`src/rtl/lit_load_pkg.sv`:
```
package lit_load_pkg;

    localparam int INSN_W = 32;
    localparam int IMM_W  = 12;
    localparam int RT_W   = 4;

    localparam logic [1:0]      MODE_FIXED32 = 2'd0;
    localparam logic [1:0]      MODE_CMP16   = 2'd1;
    localparam logic [1:0]      MODE_CMP32   = 2'd2;
    localparam logic [RT_W-1:0] PC_INDEX     = 4'hF;

    typedef enum logic [2:0] {
        ST_IDLE = 3'd0,
        ST_REQ  = 3'd1,
        ST_WAIT = 3'd2,
        ST_WB   = 3'd3,
        ST_FIN  = 3'd4
    } ld_state_e;

    typedef struct packed {
        logic             hit;
        logic             bad;
        logic             add;
        logic [RT_W-1:0]  rt;
        logic [IMM_W-1:0] imm;
    } dec_t;

endpackage

```
`src/rtl/lit_decoder.sv`:
```
module lit_decoder
    import lit_load_pkg::*;
(
    input  logic [INSN_W-1:0] insn,
    input  logic [1:0]        mode,
    input  logic              it_active,
    input  logic              it_last,
    output dec_t              dec
);

    logic p_bit;
    logic w_bit;
    logic fixed_shape;
    logic cmp32_shape;

    assign p_bit = insn[24];
    assign w_bit = insn[21];

    assign fixed_shape = (insn[31:28] != 4'hF) && (insn[27:25] == 3'b010) &&
                         !insn[22] && insn[20] && (insn[19:16] == 4'hF);
    assign cmp32_shape = (insn[31:24] == 8'hF8) && (insn[22:20] == 3'b101) &&
                         (insn[19:16] == 4'hF);

    always_comb begin
        dec = '0;
        case (mode)
            MODE_FIXED32: begin
                dec.hit = fixed_shape && !(!p_bit && w_bit);
                dec.rt  = insn[15:12];
                dec.imm = insn[11:0];
                dec.add = insn[23];
                dec.bad = !p_bit || w_bit;
            end
            MODE_CMP16: begin
                dec.hit = (insn[15:11] == 5'b01001);
                dec.rt  = {1'b0, insn[10:8]};
                dec.imm = {2'b00, insn[7:0], 2'b00};
                dec.add = 1'b1;
                dec.bad = 1'b0;
            end
            MODE_CMP32: begin
                dec.hit = cmp32_shape;
                dec.rt  = insn[15:12];
                dec.imm = insn[11:0];
                dec.add = insn[23];
                dec.bad = (insn[15:12] == PC_INDEX) && it_active && !it_last;
            end
            default: dec = '0;
        endcase
    end

endmodule

```
`src/rtl/lit_addr_gen.sv`:
```
module lit_addr_gen
    import lit_load_pkg::*;
#(
    parameter int XLEN = 32
) (
    input  logic [XLEN-1:0]  pc,
    input  logic [IMM_W-1:0] imm,
    input  logic             add,
    output logic [XLEN-1:0]  addr
);

    logic [XLEN-1:0] base;
    logic [XLEN-1:0] ext;

    assign base = {pc[XLEN-1:2], 2'b00};
    assign ext  = {{(XLEN-IMM_W){1'b0}}, imm};

    always_comb begin
        if (add) addr = base + ext;
        else     addr = base - ext;
    end

endmodule

```
`src/rtl/lit_load_unit.sv`:
```
module lit_load_unit
    import lit_load_pkg::*;
#(
    parameter int XLEN = 32
) (
    input  logic              clk,
    input  logic              rst_n,
    input  logic              insn_valid,
    output logic              insn_ready,
    input  logic [31:0]       insn_word,
    input  logic [1:0]        insn_mode,
    input  logic [XLEN-1:0]   pc_value,
    input  logic              cond_pass,
    input  logic              it_active,
    input  logic              it_last,
    output logic              busy,
    output logic              done,
    output logic              unpred,
    output logic              mem_req_valid,
    input  logic              mem_req_ready,
    output logic [XLEN-1:0]   mem_req_addr,
    input  logic              mem_rsp_valid,
    input  logic [XLEN-1:0]   mem_rsp_data,
    output logic              rf_wr_en,
    output logic [3:0]        rf_wr_idx,
    output logic [XLEN-1:0]   rf_wr_data,
    output logic              pc_wr_en,
    output logic [XLEN-1:0]   pc_wr_data
);

    typedef struct packed {
        ld_state_e       st;
        logic [XLEN-1:0] addr;
        logic [RT_W-1:0] rt;
        logic [XLEN-1:0] data;
        logic            flag;
    } ctx_t;

    ctx_t            ctx_d;
    ctx_t            ctx_q;
    dec_t            dec;
    logic [XLEN-1:0] ld_addr;
    logic            pc_misalign;

    lit_decoder u_dec (
        .insn      (insn_word),
        .mode      (insn_mode),
        .it_active (it_active),
        .it_last   (it_last),
        .dec       (dec)
    );

    lit_addr_gen #(.XLEN(XLEN)) u_agen (
        .pc   (pc_value),
        .imm  (dec.imm),
        .add  (dec.add),
        .addr (ld_addr)
    );

    assign pc_misalign = (dec.rt == PC_INDEX) && (ld_addr[1:0] != 2'b00);

    always_comb begin
        ctx_d = ctx_q;
        case (ctx_q.st)
            ST_IDLE: begin
                if (insn_valid) begin
                    ctx_d.rt   = dec.rt;
                    ctx_d.addr = ld_addr;
                    ctx_d.flag = 1'b0;
                    if (!cond_pass || !dec.hit) begin
                        ctx_d.st = ST_FIN;
                    end else if (dec.bad || pc_misalign) begin
                        ctx_d.flag = 1'b1;
                        ctx_d.st   = ST_FIN;
                    end else begin
                        ctx_d.st = ST_REQ;
                    end
                end
            end
            ST_REQ: begin
                if (mem_req_ready) ctx_d.st = ST_WAIT;
            end
            ST_WAIT: begin
                if (mem_rsp_valid) begin
                    ctx_d.data = mem_rsp_data;
                    ctx_d.st   = ST_WB;
                end
            end
            ST_WB:   ctx_d.st = ST_IDLE;
            ST_FIN:  ctx_d.st = ST_IDLE;
            default: ctx_d.st = ST_IDLE;
        endcase
    end

    always_ff @(posedge clk) begin
        if (!rst_n) ctx_q <= '0;
        else        ctx_q <= ctx_d;
    end

    assign insn_ready    = (ctx_q.st == ST_IDLE);
    assign busy          = !insn_ready;
    assign mem_req_valid = (ctx_q.st == ST_REQ);
    assign mem_req_addr  = ctx_q.addr;
    assign done          = (ctx_q.st == ST_WB) || (ctx_q.st == ST_FIN);
    assign unpred        = (ctx_q.st == ST_FIN) && ctx_q.flag;
    assign rf_wr_en      = (ctx_q.st == ST_WB) && (ctx_q.rt != PC_INDEX);
    assign rf_wr_idx     = ctx_q.rt;
    assign rf_wr_data    = ctx_q.data;
    assign pc_wr_en      = (ctx_q.st == ST_WB) && (ctx_q.rt == PC_INDEX);
    assign pc_wr_data    = ctx_q.data;


    req_hold_chk: assert property (@(posedge clk) disable iff (!rst_n)
        (mem_req_valid && !mem_req_ready) |=> (mem_req_valid && $stable(mem_req_addr)));


    one_strobe_chk: assert property (@(posedge clk) disable iff (!rst_n)
        !(rf_wr_en && pc_wr_en));


    rf_pulse_chk: assert property (@(posedge clk) disable iff (!rst_n)
        rf_wr_en |=> !rf_wr_en);


    pc_align_chk: assert property (@(posedge clk) disable iff (!rst_n)
        (mem_req_valid && (rf_wr_idx == PC_INDEX)) |-> (mem_req_addr[1:0] == 2'b00));


    unpred_quiet_chk: assert property (@(posedge clk) disable iff (!rst_n)
        unpred |-> (!mem_req_valid && !rf_wr_en && !pc_wr_en && done));


    busy_gate_chk: assert property (@(posedge clk) disable iff (!rst_n)
        (mem_req_valid || done) |-> (busy && !insn_ready));

endmodule

```
`config.mk`:
```
export PLATFORM = sky130hd
export DESIGN_NAME = lit_load_unit
export DESIGN_NICKNAME = d
export VERILOG_FILES = /design/src/rtl/lit_load_pkg.sv /design/src/rtl/lit_decoder.sv /design/src/rtl/lit_addr_gen.sv /design/src/rtl/lit_load_unit.sv
export SDC_FILE = /design/constraint.sdc
export NUM_CORES = 1
export LEC_CHECK = 0
export ABC_AREA = 1
export BUFFER_PORTS_ARGS = -buffer_cell sky130_fd_sc_hd__buf_4
export CORE_UTILIZATION = 45
export CTS_CLUSTER_DIAMETER = 80
export DETAILED_ROUTE_END_ITERATION = 7
export HOLD_SLACK_MARGIN = 0.06
export PLACE_DENSITY_LB_ADDON = 0.3
export SYNTH_ARGS = -nofsm -noshare
export SYNTH_HDL_FRONTEND = slang
export SYNTH_SLANG_ARGS = --single-unit
```
`constraint.sdc`:
```
create_clock -name clk -period 2.15 [get_ports clk]
set_clock_uncertainty 0.2 [all_clocks]
set_input_delay 0.1075 -clock clk [delete_from_list [all_inputs] [get_ports clk]]
set_output_delay 0.1075 -clock clk [all_outputs]
set_load 0.03 [all_outputs]
```
==> results of run 1 <==
## worst min-delay path, cell delays in order
cell and delay [ns]:
buf_4 0.14, nand2_1 0.07, nand2_1 0.07, nand2_1 0.05
nand3_1 0.08, nand2_1 0.05, inv_1 0.04
## registers in the layout, summed over array words and instances, names as in the netlist
| signal | count |
|---|---|
| ctx_q | 4 |
| mem_req_addr | 32 |
| pc_wr_data | 32 |
| rf_wr_idx | 4 |
## where the power goes
group | switching [mW] | internal [mW] | total (mW) | leakage (nW)
logic | 0.899 | 0.713 | 1.61 | 4.01
registers | 0.0370 | 1.40 | 1.44 | 0.589
clock network | 0.562 | 0.846 | 1.41 | 0.143
## layer usage
metal / global-route usage / up-vias / wire (µm)
met4: 0.09182 / 0 / 397
li1: - / 3772 / -
met3: 0.04699 / 29 / 1473
met2: 0.4549 / 293 / 9745
met5: 0 / - / 0
met1: 0.3605 / 3395 / 9275
## final cells by class
type | instances | area (µm²)
Clock buffer | 12 | 256.5
Clock inverter | 4 | 27.53
Fill cell | 1273 | 4717
Inverter | 147 | 551.8
Multi-Input combinational cell | 733 | 3861
Sequential cell | 72 | 1441
Tap cell | 180 | 225.2
Timing Repair Buffer | 346 | 2800
## final timing paths
check | to | from | slack [ns] | cells after the start
hold reg to reg | pc_wr_data[31]$_SDFFE_PN0P_ | pc_wr_data[31]$_SDFFE_PN0P_ | 0.30 | 2
setup / recovery | mem_req_addr[11]$_SDFFE_PN0P_ | insn_mode[0] | 0.08 | 15
hold / removal | mem_req_addr[20]$_SDFFE_PN0P_ | pc_value[20] | 0.09 | 7
setup reg to reg | mem_req_addr[14]$_SDFFE_PN0P_ | ctx_q[70]$_SDFFE_PN0P_ | 0.30 | 7
## stage by stage
stage | util | instance area [µm²] | cells
floorplan | - | 6474 | 1086
global placement | 0.5720 | 7940 | 1412
detailed placement | 0.5720 | 7940 | 1412
CTS | 0.6381 | 8857 | 1489
global route | 0.6602 | 9164 | 1494
finish | 0.6602 | 9164 | 1494
## kinds of logic after synthesis
group	after synthesis	share of synthesized area
compound gates	148	0.1281
xor+xnor	5	0.006833
fa+ha+maj	22	0.04412
buf+inv	282	0.2286
flops	72	0.2249
simple gates	557	0.3674
## cells in the final DEF, fill, tap and decap left out, drive strengths merged, types with 12 or more instances in the layout
master,count
buf,285
nand2,269
nor2,162
inv,148
o21ai,79
nand3,73
dfxtp,72
dlygate4sd3,61
a21oi,33
nand4,23
ha,21
nor3,17
o21a,15
clkbuf,12
## timing repair
action | 4_1_cts | 5_1_grt
pin swaps | 1 | 12
hold buffers | 61 | 0
setup endpoints to repair | 14 | 32
buffers inserted | 0 | 4
resized for setup | 7 | 65
hold endpoints to repair | 61 | 0
gates cloned | 0 | 1
==> qor.yml, run 1 <==
worst_setup_path:
  cp.required_ns: 2.18
  arrival_ns: 2.10
  critPathBufInv: 4
  critical-path-top-delay-family: "simple AND/OR/NAND/NOR gates"
  start_kind: "primary input"
  crit_chain: "buf_4 > buf_12 > o22ai_4 > inv_2 > ha_4 > nand2_1 > nand2_1 > nand2_1 > nand3_2 > nand3b_1 > or2_1 > nand3_1 > nand2_1 > o21ai_1 > inv_1"
  cpPeakStageDelay_ns: 0.27
  worstSetupPathType: "in2reg"
  crit_path_frequent_cell: "nand2_1"
  crit_fanout: 9
  endpoint_kind: "flop"
  critPathSlowestCell: "ha_4"
sta:
  worst_slew_pin_slew_ns: 0.6287
  setup_viol: 0
  clock.fmax_ghz: 0.4824
  fin_crit_sh: 0.9641
  setup_tns_ns: 0
  maxSlewHeadroom: 0.5809
  grt_setup_unrepaired: "yes"
  layout_min_cycle_time_ns: 2.073
  finalHoldViolCount: 0
  setup_slack_ns: 0.07718
  fin_hold_ws_ns: 0.08504
  slew_viol_final: 0
power_and_ir_drop:
  p_leak_nw: 4.746
  ir_drop_uv: 391.6
  pwr_density_cell_nw_per_um2: 486.3
  p_total_mw: 4.456
global_routing:
  antenna_found_initial: 0
  grt_max_degree: 71
  grt_pass1_vias: 6635
  grt_pass1_wl_mm: 32.13
  grt_overflow: 0
  grt_use_total: 0.2755
clocking:
  cts.sinks: 72
  worstSkewPairLatency_ns: 0.33
  path_clk_slew_ns: 0.06
  cts_buffers: 9
  root_buffer: "clkbuf_16"
  cts_tree: "yes"
  htree_levels: 3
  clk_path_buf_depth: 2
final_layout:
  drive_gt1_frac: 0.2945
  final_nets: 1437
  synthToLayoutAreaGrowth_pct: 42.99
  diodes: 0
die:
  die_w_um: 121.3
  core_um2: 13880
  initial_core_util: 0.4617
  fp.dieH_um: 121.3
  num_io_pins: 213
  rows: 43
  die_area_um2: 14720
drt:
  viasPerCell: 5.013
  drt_pass1_iterations: 5
  drtIter0Drc: 475
  drtAntennaViolNets: 0
  post_drt_wl_per_cell_um: 13.98
  wirelength_mm: 20.89
  via_count: 7489
  post-route-drc-count: 0
synthesis:
  seq_area_frac_synth: 0.2249
  synth_fp_nets: 1214
  synthTopCellsByCount: "266 x nand2_1, 156 x nor2_1, 139 x inv_1, 101 x buf_4, 75 x o21ai_0"
  synth_edf_count: 0
  synth_ff_type: "dfxtp_1"
  ys_seq_elements: 72
  async_flop_share: 0
  ys_types: 37
  synthCells: 1086
  syn_area_per_cell_um2: 5.901
  yosys-top-cells-area: "dfxtp_1 22%, nand2_1 16%, buf_4 12%"
  yosysTopAreaCell: "dfxtp_1"
  netlist_area_um2: 6409
  synth_top_area_share: 0.2249
  synth_warnings: 0
  synth.most_common_cell: "nand2_1"
placement:
  dpl.hpwl_mm: 15.66
  numPortBuffers: 210
  place_congestion: 0.9794
  dpl_worst_slack_ns: -0.4181
flow_run:
  maxCapViolCount: 0
worst_hold_path:
  hp-class: "in2reg"
run_status:
  status: "completed"
(Power assumes the default switching activity.)
==> inputs of run 2 (changes only) <==
==> constraint.sdc (replaced) <==
create_clock -name clk -period 2.15 [get_ports clk]
set_clock_uncertainty 0.2 [all_clocks]
set_input_delay 0.43 -clock clk [delete_from_list [all_inputs] [get_ports clk]]
set_output_delay 0.43 -clock clk [all_outputs]
set_load 0.03 [all_outputs]
==> qor.yml, run 2 (synthesized netlist as in run 1, its figures left out) <==
run_status:
  status: "finished, violations left"
  violations: "setup timing"
sta:
  setup_viol: 19
  setup_tns_ns: -0.6408
  clock.fmax_ghz: 0.4499
  finalHoldViolCount: 0
  layout_min_cycle_time_ns: 2.223
  grt_setup_unrepaired: "yes"
  maxSlewHeadroom: 0.7426
  setup_slack_ns: -0.07296
  slew_viol_final: 0
  worst_slew_pin_slew_ns: 0.3847
  fin_crit_sh: 1.034
worst_hold_path:
  min_path_cells: 3
  hold_end: "pc_wr_data[28]$_SDFFE_PN0P_"
  hp-start: "mem_rsp_data[28]"
  hp-class: "in2reg"
die:
  initial_core_util: 0.4617
  num_io_pins: 213
  fp.dieH_um: 121.3
  core_um2: 13880
  die_w_um: 121.3
  rows: 43
  die_area_um2: 14720
clocking:
  hold_buffers: 0
  worstSkewPairLatency_ns: 0.33
  cts_tree: "yes"
  clk_path_buf_depth: 2
  root_buffer: "clkbuf_16"
  path_clk_slew_ns: 0.06
  cts_buffers: 9
  htree_levels: 3
  cts.sinks: 72
worst_setup_path:
  cp.required_ns: 2.18
  start_kind: "primary input"
  r2r-start: "ctx_q[70]$_SDFFE_PN0P_"
  endpoint_kind: "flop"
  arrival_ns: 2.26
  worstSetupPathType: "in2reg"
  rr_endpoint: "mem_req_addr[23]$_SDFFE_PN0P_"
  reg2reg_slack_ns: 0.31
  crit_fanout: 7
  reg2reg_depth: 8
final_layout:
  seq_area_um2: 1441
  multi_input_comb_area_um2: 4118
  layout_common_cells: "287 x buf_4, 231 x nand2_1, 144 x nor2_1"
  diodes: 0
  final_nets: 1389
  final_common_cell: "buf_4"
  fin_area_um2: 9039
  fillers: 1304
  synthToLayoutAreaGrowth_pct: 41.04
  drive_gt1_frac: 0.3476
placement:
  dpl.hpwl_mm: 16.22
  numPortBuffers: 210
  place_congestion: 0.9360
  placed_cell_area_um2: 8174
global_routing:
  grt_use_total: 0.2801
  grt_overflow: 0
  antenna_found_initial: 0
  grt_pass1_wl_mm: 32.46
  grt_pass1_vias: 6619
  grt_max_degree: 37
drt:
  post-route-drc-count: 0
  drtAntennaViolNets: 0
  drtIter0Drc: 464
  viasPerCell: 5.029
  post_drt_wl_per_cell_um: 14.27
  drt_pass1_iterations: 6
  wirelength_mm: 20.63
  via_count: 7272
power_and_ir_drop:
  p_leak_nw: 4.658
  p_total_mw: 4.707
  pwr_density_cell_nw_per_um2: 520.8
  ir_drop_uv: 392.5
flow_run:
  maxCapViolCount: 0
## run 2: through the flow
step	hold slack (ns)	worst slack, ns	utilization	cells
4_1_cts	0.1379	-0.05827	0.6394	1443
6_report	0.1446	-0.07296	0.6512	1446
3_3_place_gp	0.2912	-0.6275	0.5889	1425
3_5_place_dp	0.2953	-0.6991	0.5889	1425
2_1_floorplan	0.2803	-0.2844	-	1086
5_1_grt	0.1534	-0.2461	0.6512	1446
## run 2: area by class of cell
| cell class | instances | share of cell area |
|---|---|---|
| well taps | 180 | 0.02492 |
| inverters | 147 | 0.06271 |
| multi-input cells | 732 | 0.4556 |
| flip-flops and latches | 72 | 0.1595 |
| clock inverters | 5 | 0.008998 |
| repair buffers | 299 | 0.2626 |
| clock buffers | 11 | 0.02575 |
## run 2: where the power goes
part	leakage [nW]	total, mW	internal [mW]	switching (mW)
registers	0.589	1.44	1.40	0.0417
clock network	0.150	1.60	1.02	0.588
logic	3.92	1.66	0.718	0.943
total	4.66	4.71	3.13	1.57
## run 2: how the worst max path moves through the flow
stage / from / end / slack (ns) / cells after the start
finish: insn_mode[1] / mem_req_addr[25]$_SDFFE_PN0P_ / -0.07 / 19
CTS: insn_mode[1] / mem_req_addr[11]$_SDFFE_PN0P_ / -0.06 / 17
global route: insn_mode[1] / mem_req_addr[23]$_SDFFE_PN0P_ / -0.25 / 20
detailed placement: insn_mode[0] / mem_req_addr[12]$_SDFFE_PN0P_ / -0.70 / 17
global placement: insn_mode[1] / mem_req_addr[12]$_SDFFE_PN0P_ / -0.63 / 18
floorplan: insn_mode[1] / mem_req_addr[11]$_SDFFE_PN0P_ / -0.28 / 17
## run 2: repair_timing
item | CTS | global route
cloned | 0 | 1
setup endpoints to repair | 28 | 28
pin swaps | 30 | 28
buffers inserted | 2 | 3
gates resized for setup | 92 | 32
## run 2: routing by layer
layer	GRT usage	vias to the layer above	wire length (µm)
met1	0.3623	3298	9059
met2	0.4677	266	9778
met5	0	-	0
met4	0.07485	0	299
li1	-	3682	-
met3	0.05874	26	1495
## run 2: critical path, cell delays in order
cell and delay [ns]:
buf_12 0.11, inv_12 0.05, nand2_8 0.06, o22ai_2 0.16, inv_2 0.07, ha_4 0.23
buf_4 0.15, nand2_1 0.07, nand3_1 0.14, a21oi_2 0.19, nand2_2 0.09, nand2_2 0.08
nand2_1 0.05, nand2_1 0.07, nand2_1 0.05, nand2_1 0.06, nand3_2 0.08, nand2_1 0.07
inv_1 0.03
==> inputs of run 3 (changes only) <==
--- a/config.mk
+++ b/config.mk
@@ -7,6 +7,7 @@
 export LEC_CHECK = 0
 export ABC_AREA = 1
 export BUFFER_PORTS_ARGS = -buffer_cell sky130_fd_sc_hd__buf_4
+export CORE_MARGIN = 2
 export CORE_UTILIZATION = 45
 export CTS_CLUSTER_DIAMETER = 80
 export DETAILED_ROUTE_END_ITERATION = 7
==> qor.yml, run 3 (synthesized netlist as in run 1, its figures left out) <==
sta:
  fin_crit_sh: 1.047
  worst_slew_pin_slew_ns: 0.3749
  maxSlewHeadroom: 0.7474
  grt_setup_unrepaired: "yes"
  layout_min_cycle_time_ns: 2.250
  finalHoldViolCount: 0
  setup_viol: 23
  setup_tns_ns: -1.390
  clock.fmax_ghz: 0.4444
  setup_slack_ns: -0.1004
  slew_viol_final: 0
drt:
  drt_pass1_iterations: 6
  via_count: 7308
  wirelength_mm: 21.48
  drtIter0Drc: 549
  viasPerCell: 5.040
  drtAntennaViolNets: 0
  post-route-drc-count: 0
  post_drt_wl_per_cell_um: 14.81
run_status:
  status: "finished, violations left"
  violations: "setup timing"
worst_setup_path:
  r2r-start: "ctx_q[70]$_SDFFE_PN0P_"
  crit_fanout: 10
  arrival_ns: 2.29
  start_kind: "primary input"
  worstSetupPathType: "in2reg"
  reg2reg_depth: 7
  endpoint_kind: "flop"
  cp.required_ns: 2.19
  reg2reg_slack_ns: 0.31
  rr_endpoint: "mem_req_addr[10]$_SDFFE_PN0P_"
global_routing:
  grt_use_total: 0.2650
  grt_max_degree: 71
  antenna_found_initial: 0
  grt_pass1_vias: 6522
  grt_pass1_wl_mm: 31.61
  grt_overflow: 0
final_layout:
  multi_input_comb_area_um2: 4180
  fillers: 1319
  final_nets: 1393
  drive_gt1_frac: 0.3677
  final_common_cell: "buf_4"
  synthToLayoutAreaGrowth_pct: 42.35
  diodes: 0
  layout_common_cells: "295 x buf_4, 225 x nand2_1, 137 x nor2_1"
  seq_area_um2: 1441
die:
  fp.dieH_um: 123.3
  die_area_um2: 15210
  initial_core_util: 0.4617
  die_w_um: 123.3
  rows: 43
  core_um2: 13880
  num_io_pins: 213
placement:
  dpl.hpwl_mm: 16.21
  place_congestion: 0.9753
  numPortBuffers: 210
clocking:
  clk_path_buf_depth: 2
  hold_buffers: 0
  path_clk_slew_ns: 0.06
  htree_levels: 3
  worstSkewPairLatency_ns: 0.34
  cts_buffers: 9
  cts_tree: "yes"
  cts.sinks: 72
  root_buffer: "clkbuf_16"
worst_hold_path:
  hold_end: "pc_wr_data[27]$_SDFFE_PN0P_"
  hp-class: "in2reg"
  hp-start: "mem_rsp_data[27]"
  min_path_cells: 3
flow_run:
  maxCapViolCount: 0
power_and_ir_drop:
  p_total_mw: 4.896
  p_leak_nw: 4.704
  ir_drop_uv: 342.4
  pwr_density_cell_nw_per_um2: 536.7
## run 3: worst max-delay path by stage
| stage | startpoint | to | slack, ns | cells past startpoint |
|---|---|---|---|---|
| floorplan | insn_mode[1] | mem_req_addr[11]$_SDFFE_PN0P_ | -0.28 | 17 |
| global placement | insn_mode[1] | mem_req_addr[11]$_SDFFE_PN0P_ | -0.71 | 17 |
| detailed placement | insn_mode[1] | mem_req_addr[11]$_SDFFE_PN0P_ | -0.72 | 17 |
| CTS | insn_mode[1] | mem_req_addr[11]$_SDFFE_PN0P_ | -0.11 | 17 |
| global route | insn_mode[1] | mem_req_addr[27]$_SDFFE_PN0P_ | -0.26 | 20 |
| finish | insn_mode[0] | mem_req_addr[16]$_SDFFE_PN0P_ | -0.10 | 16 |
## run 3: worst max-delay path: stages
cell and delay (ns):
buf_12 0.13, nand2_8 0.11, buf_6 0.13, o22ai_2 0.07
ha_2 0.19, fa_2 0.35, nand3_2 0.10, nand3_4 0.12
nand2_4 0.09, nand2_4 0.06, nand3_1 0.07, nand3b_1 0.11
nand3_1 0.10, nand2_1 0.06, nor2_2 0.11, nor2_1 0.04
## run 3: report_power, final
group | internal [mW] | switching, mW
Sequential | 1.40 | 0.0407
Combinational | 0.726 | 0.975
Clock | 1.17 | 0.589
## run 3: cell type report
cell class | instances | share of cell area
sequential | 72 | 0.1580
multi-input combinational | 732 | 0.4582
clock buffer | 11 | 0.02661
inverter | 147 | 0.06268
tap | 180 | 0.02469
clock inverter | 5 | 0.01138
timing repair buffer | 303 | 0.2584
## run 3: per-layer routing
layer,wire length (µm),GRT usage,vias to the layer above
met3,1765,0.05212,44
met2,10260,0.4471,303
li1,-,-,3681
met1,9030,0.3410,3280
met5,0,0,-
met4,427,0.07884,0
## run 3: timing repair
item                                    in CTS  in global routing
endpoints found under the setup margin      27                 29
setup buffers                                2                  4
pin swaps                                   16                 33
resized for setup                           46                100
## run 3: metrics by stage
step                      instance area, µm²  instances  hold slack [ns]    util  worst slack [ns]
final                                   9123       1450           0.1418  0.6572           -0.1004
after global routing                    9123       1450           0.1573  0.6572           -0.2602
after floorplan                         6610       1086           0.2803       -           -0.2844
after detailed placement                8172       1428           0.2963  0.5887           -0.7172
after CTS                               8740       1446           0.1360  0.6296           -0.1112
after global placement                  8172       1428           0.2917  0.5887           -0.7129
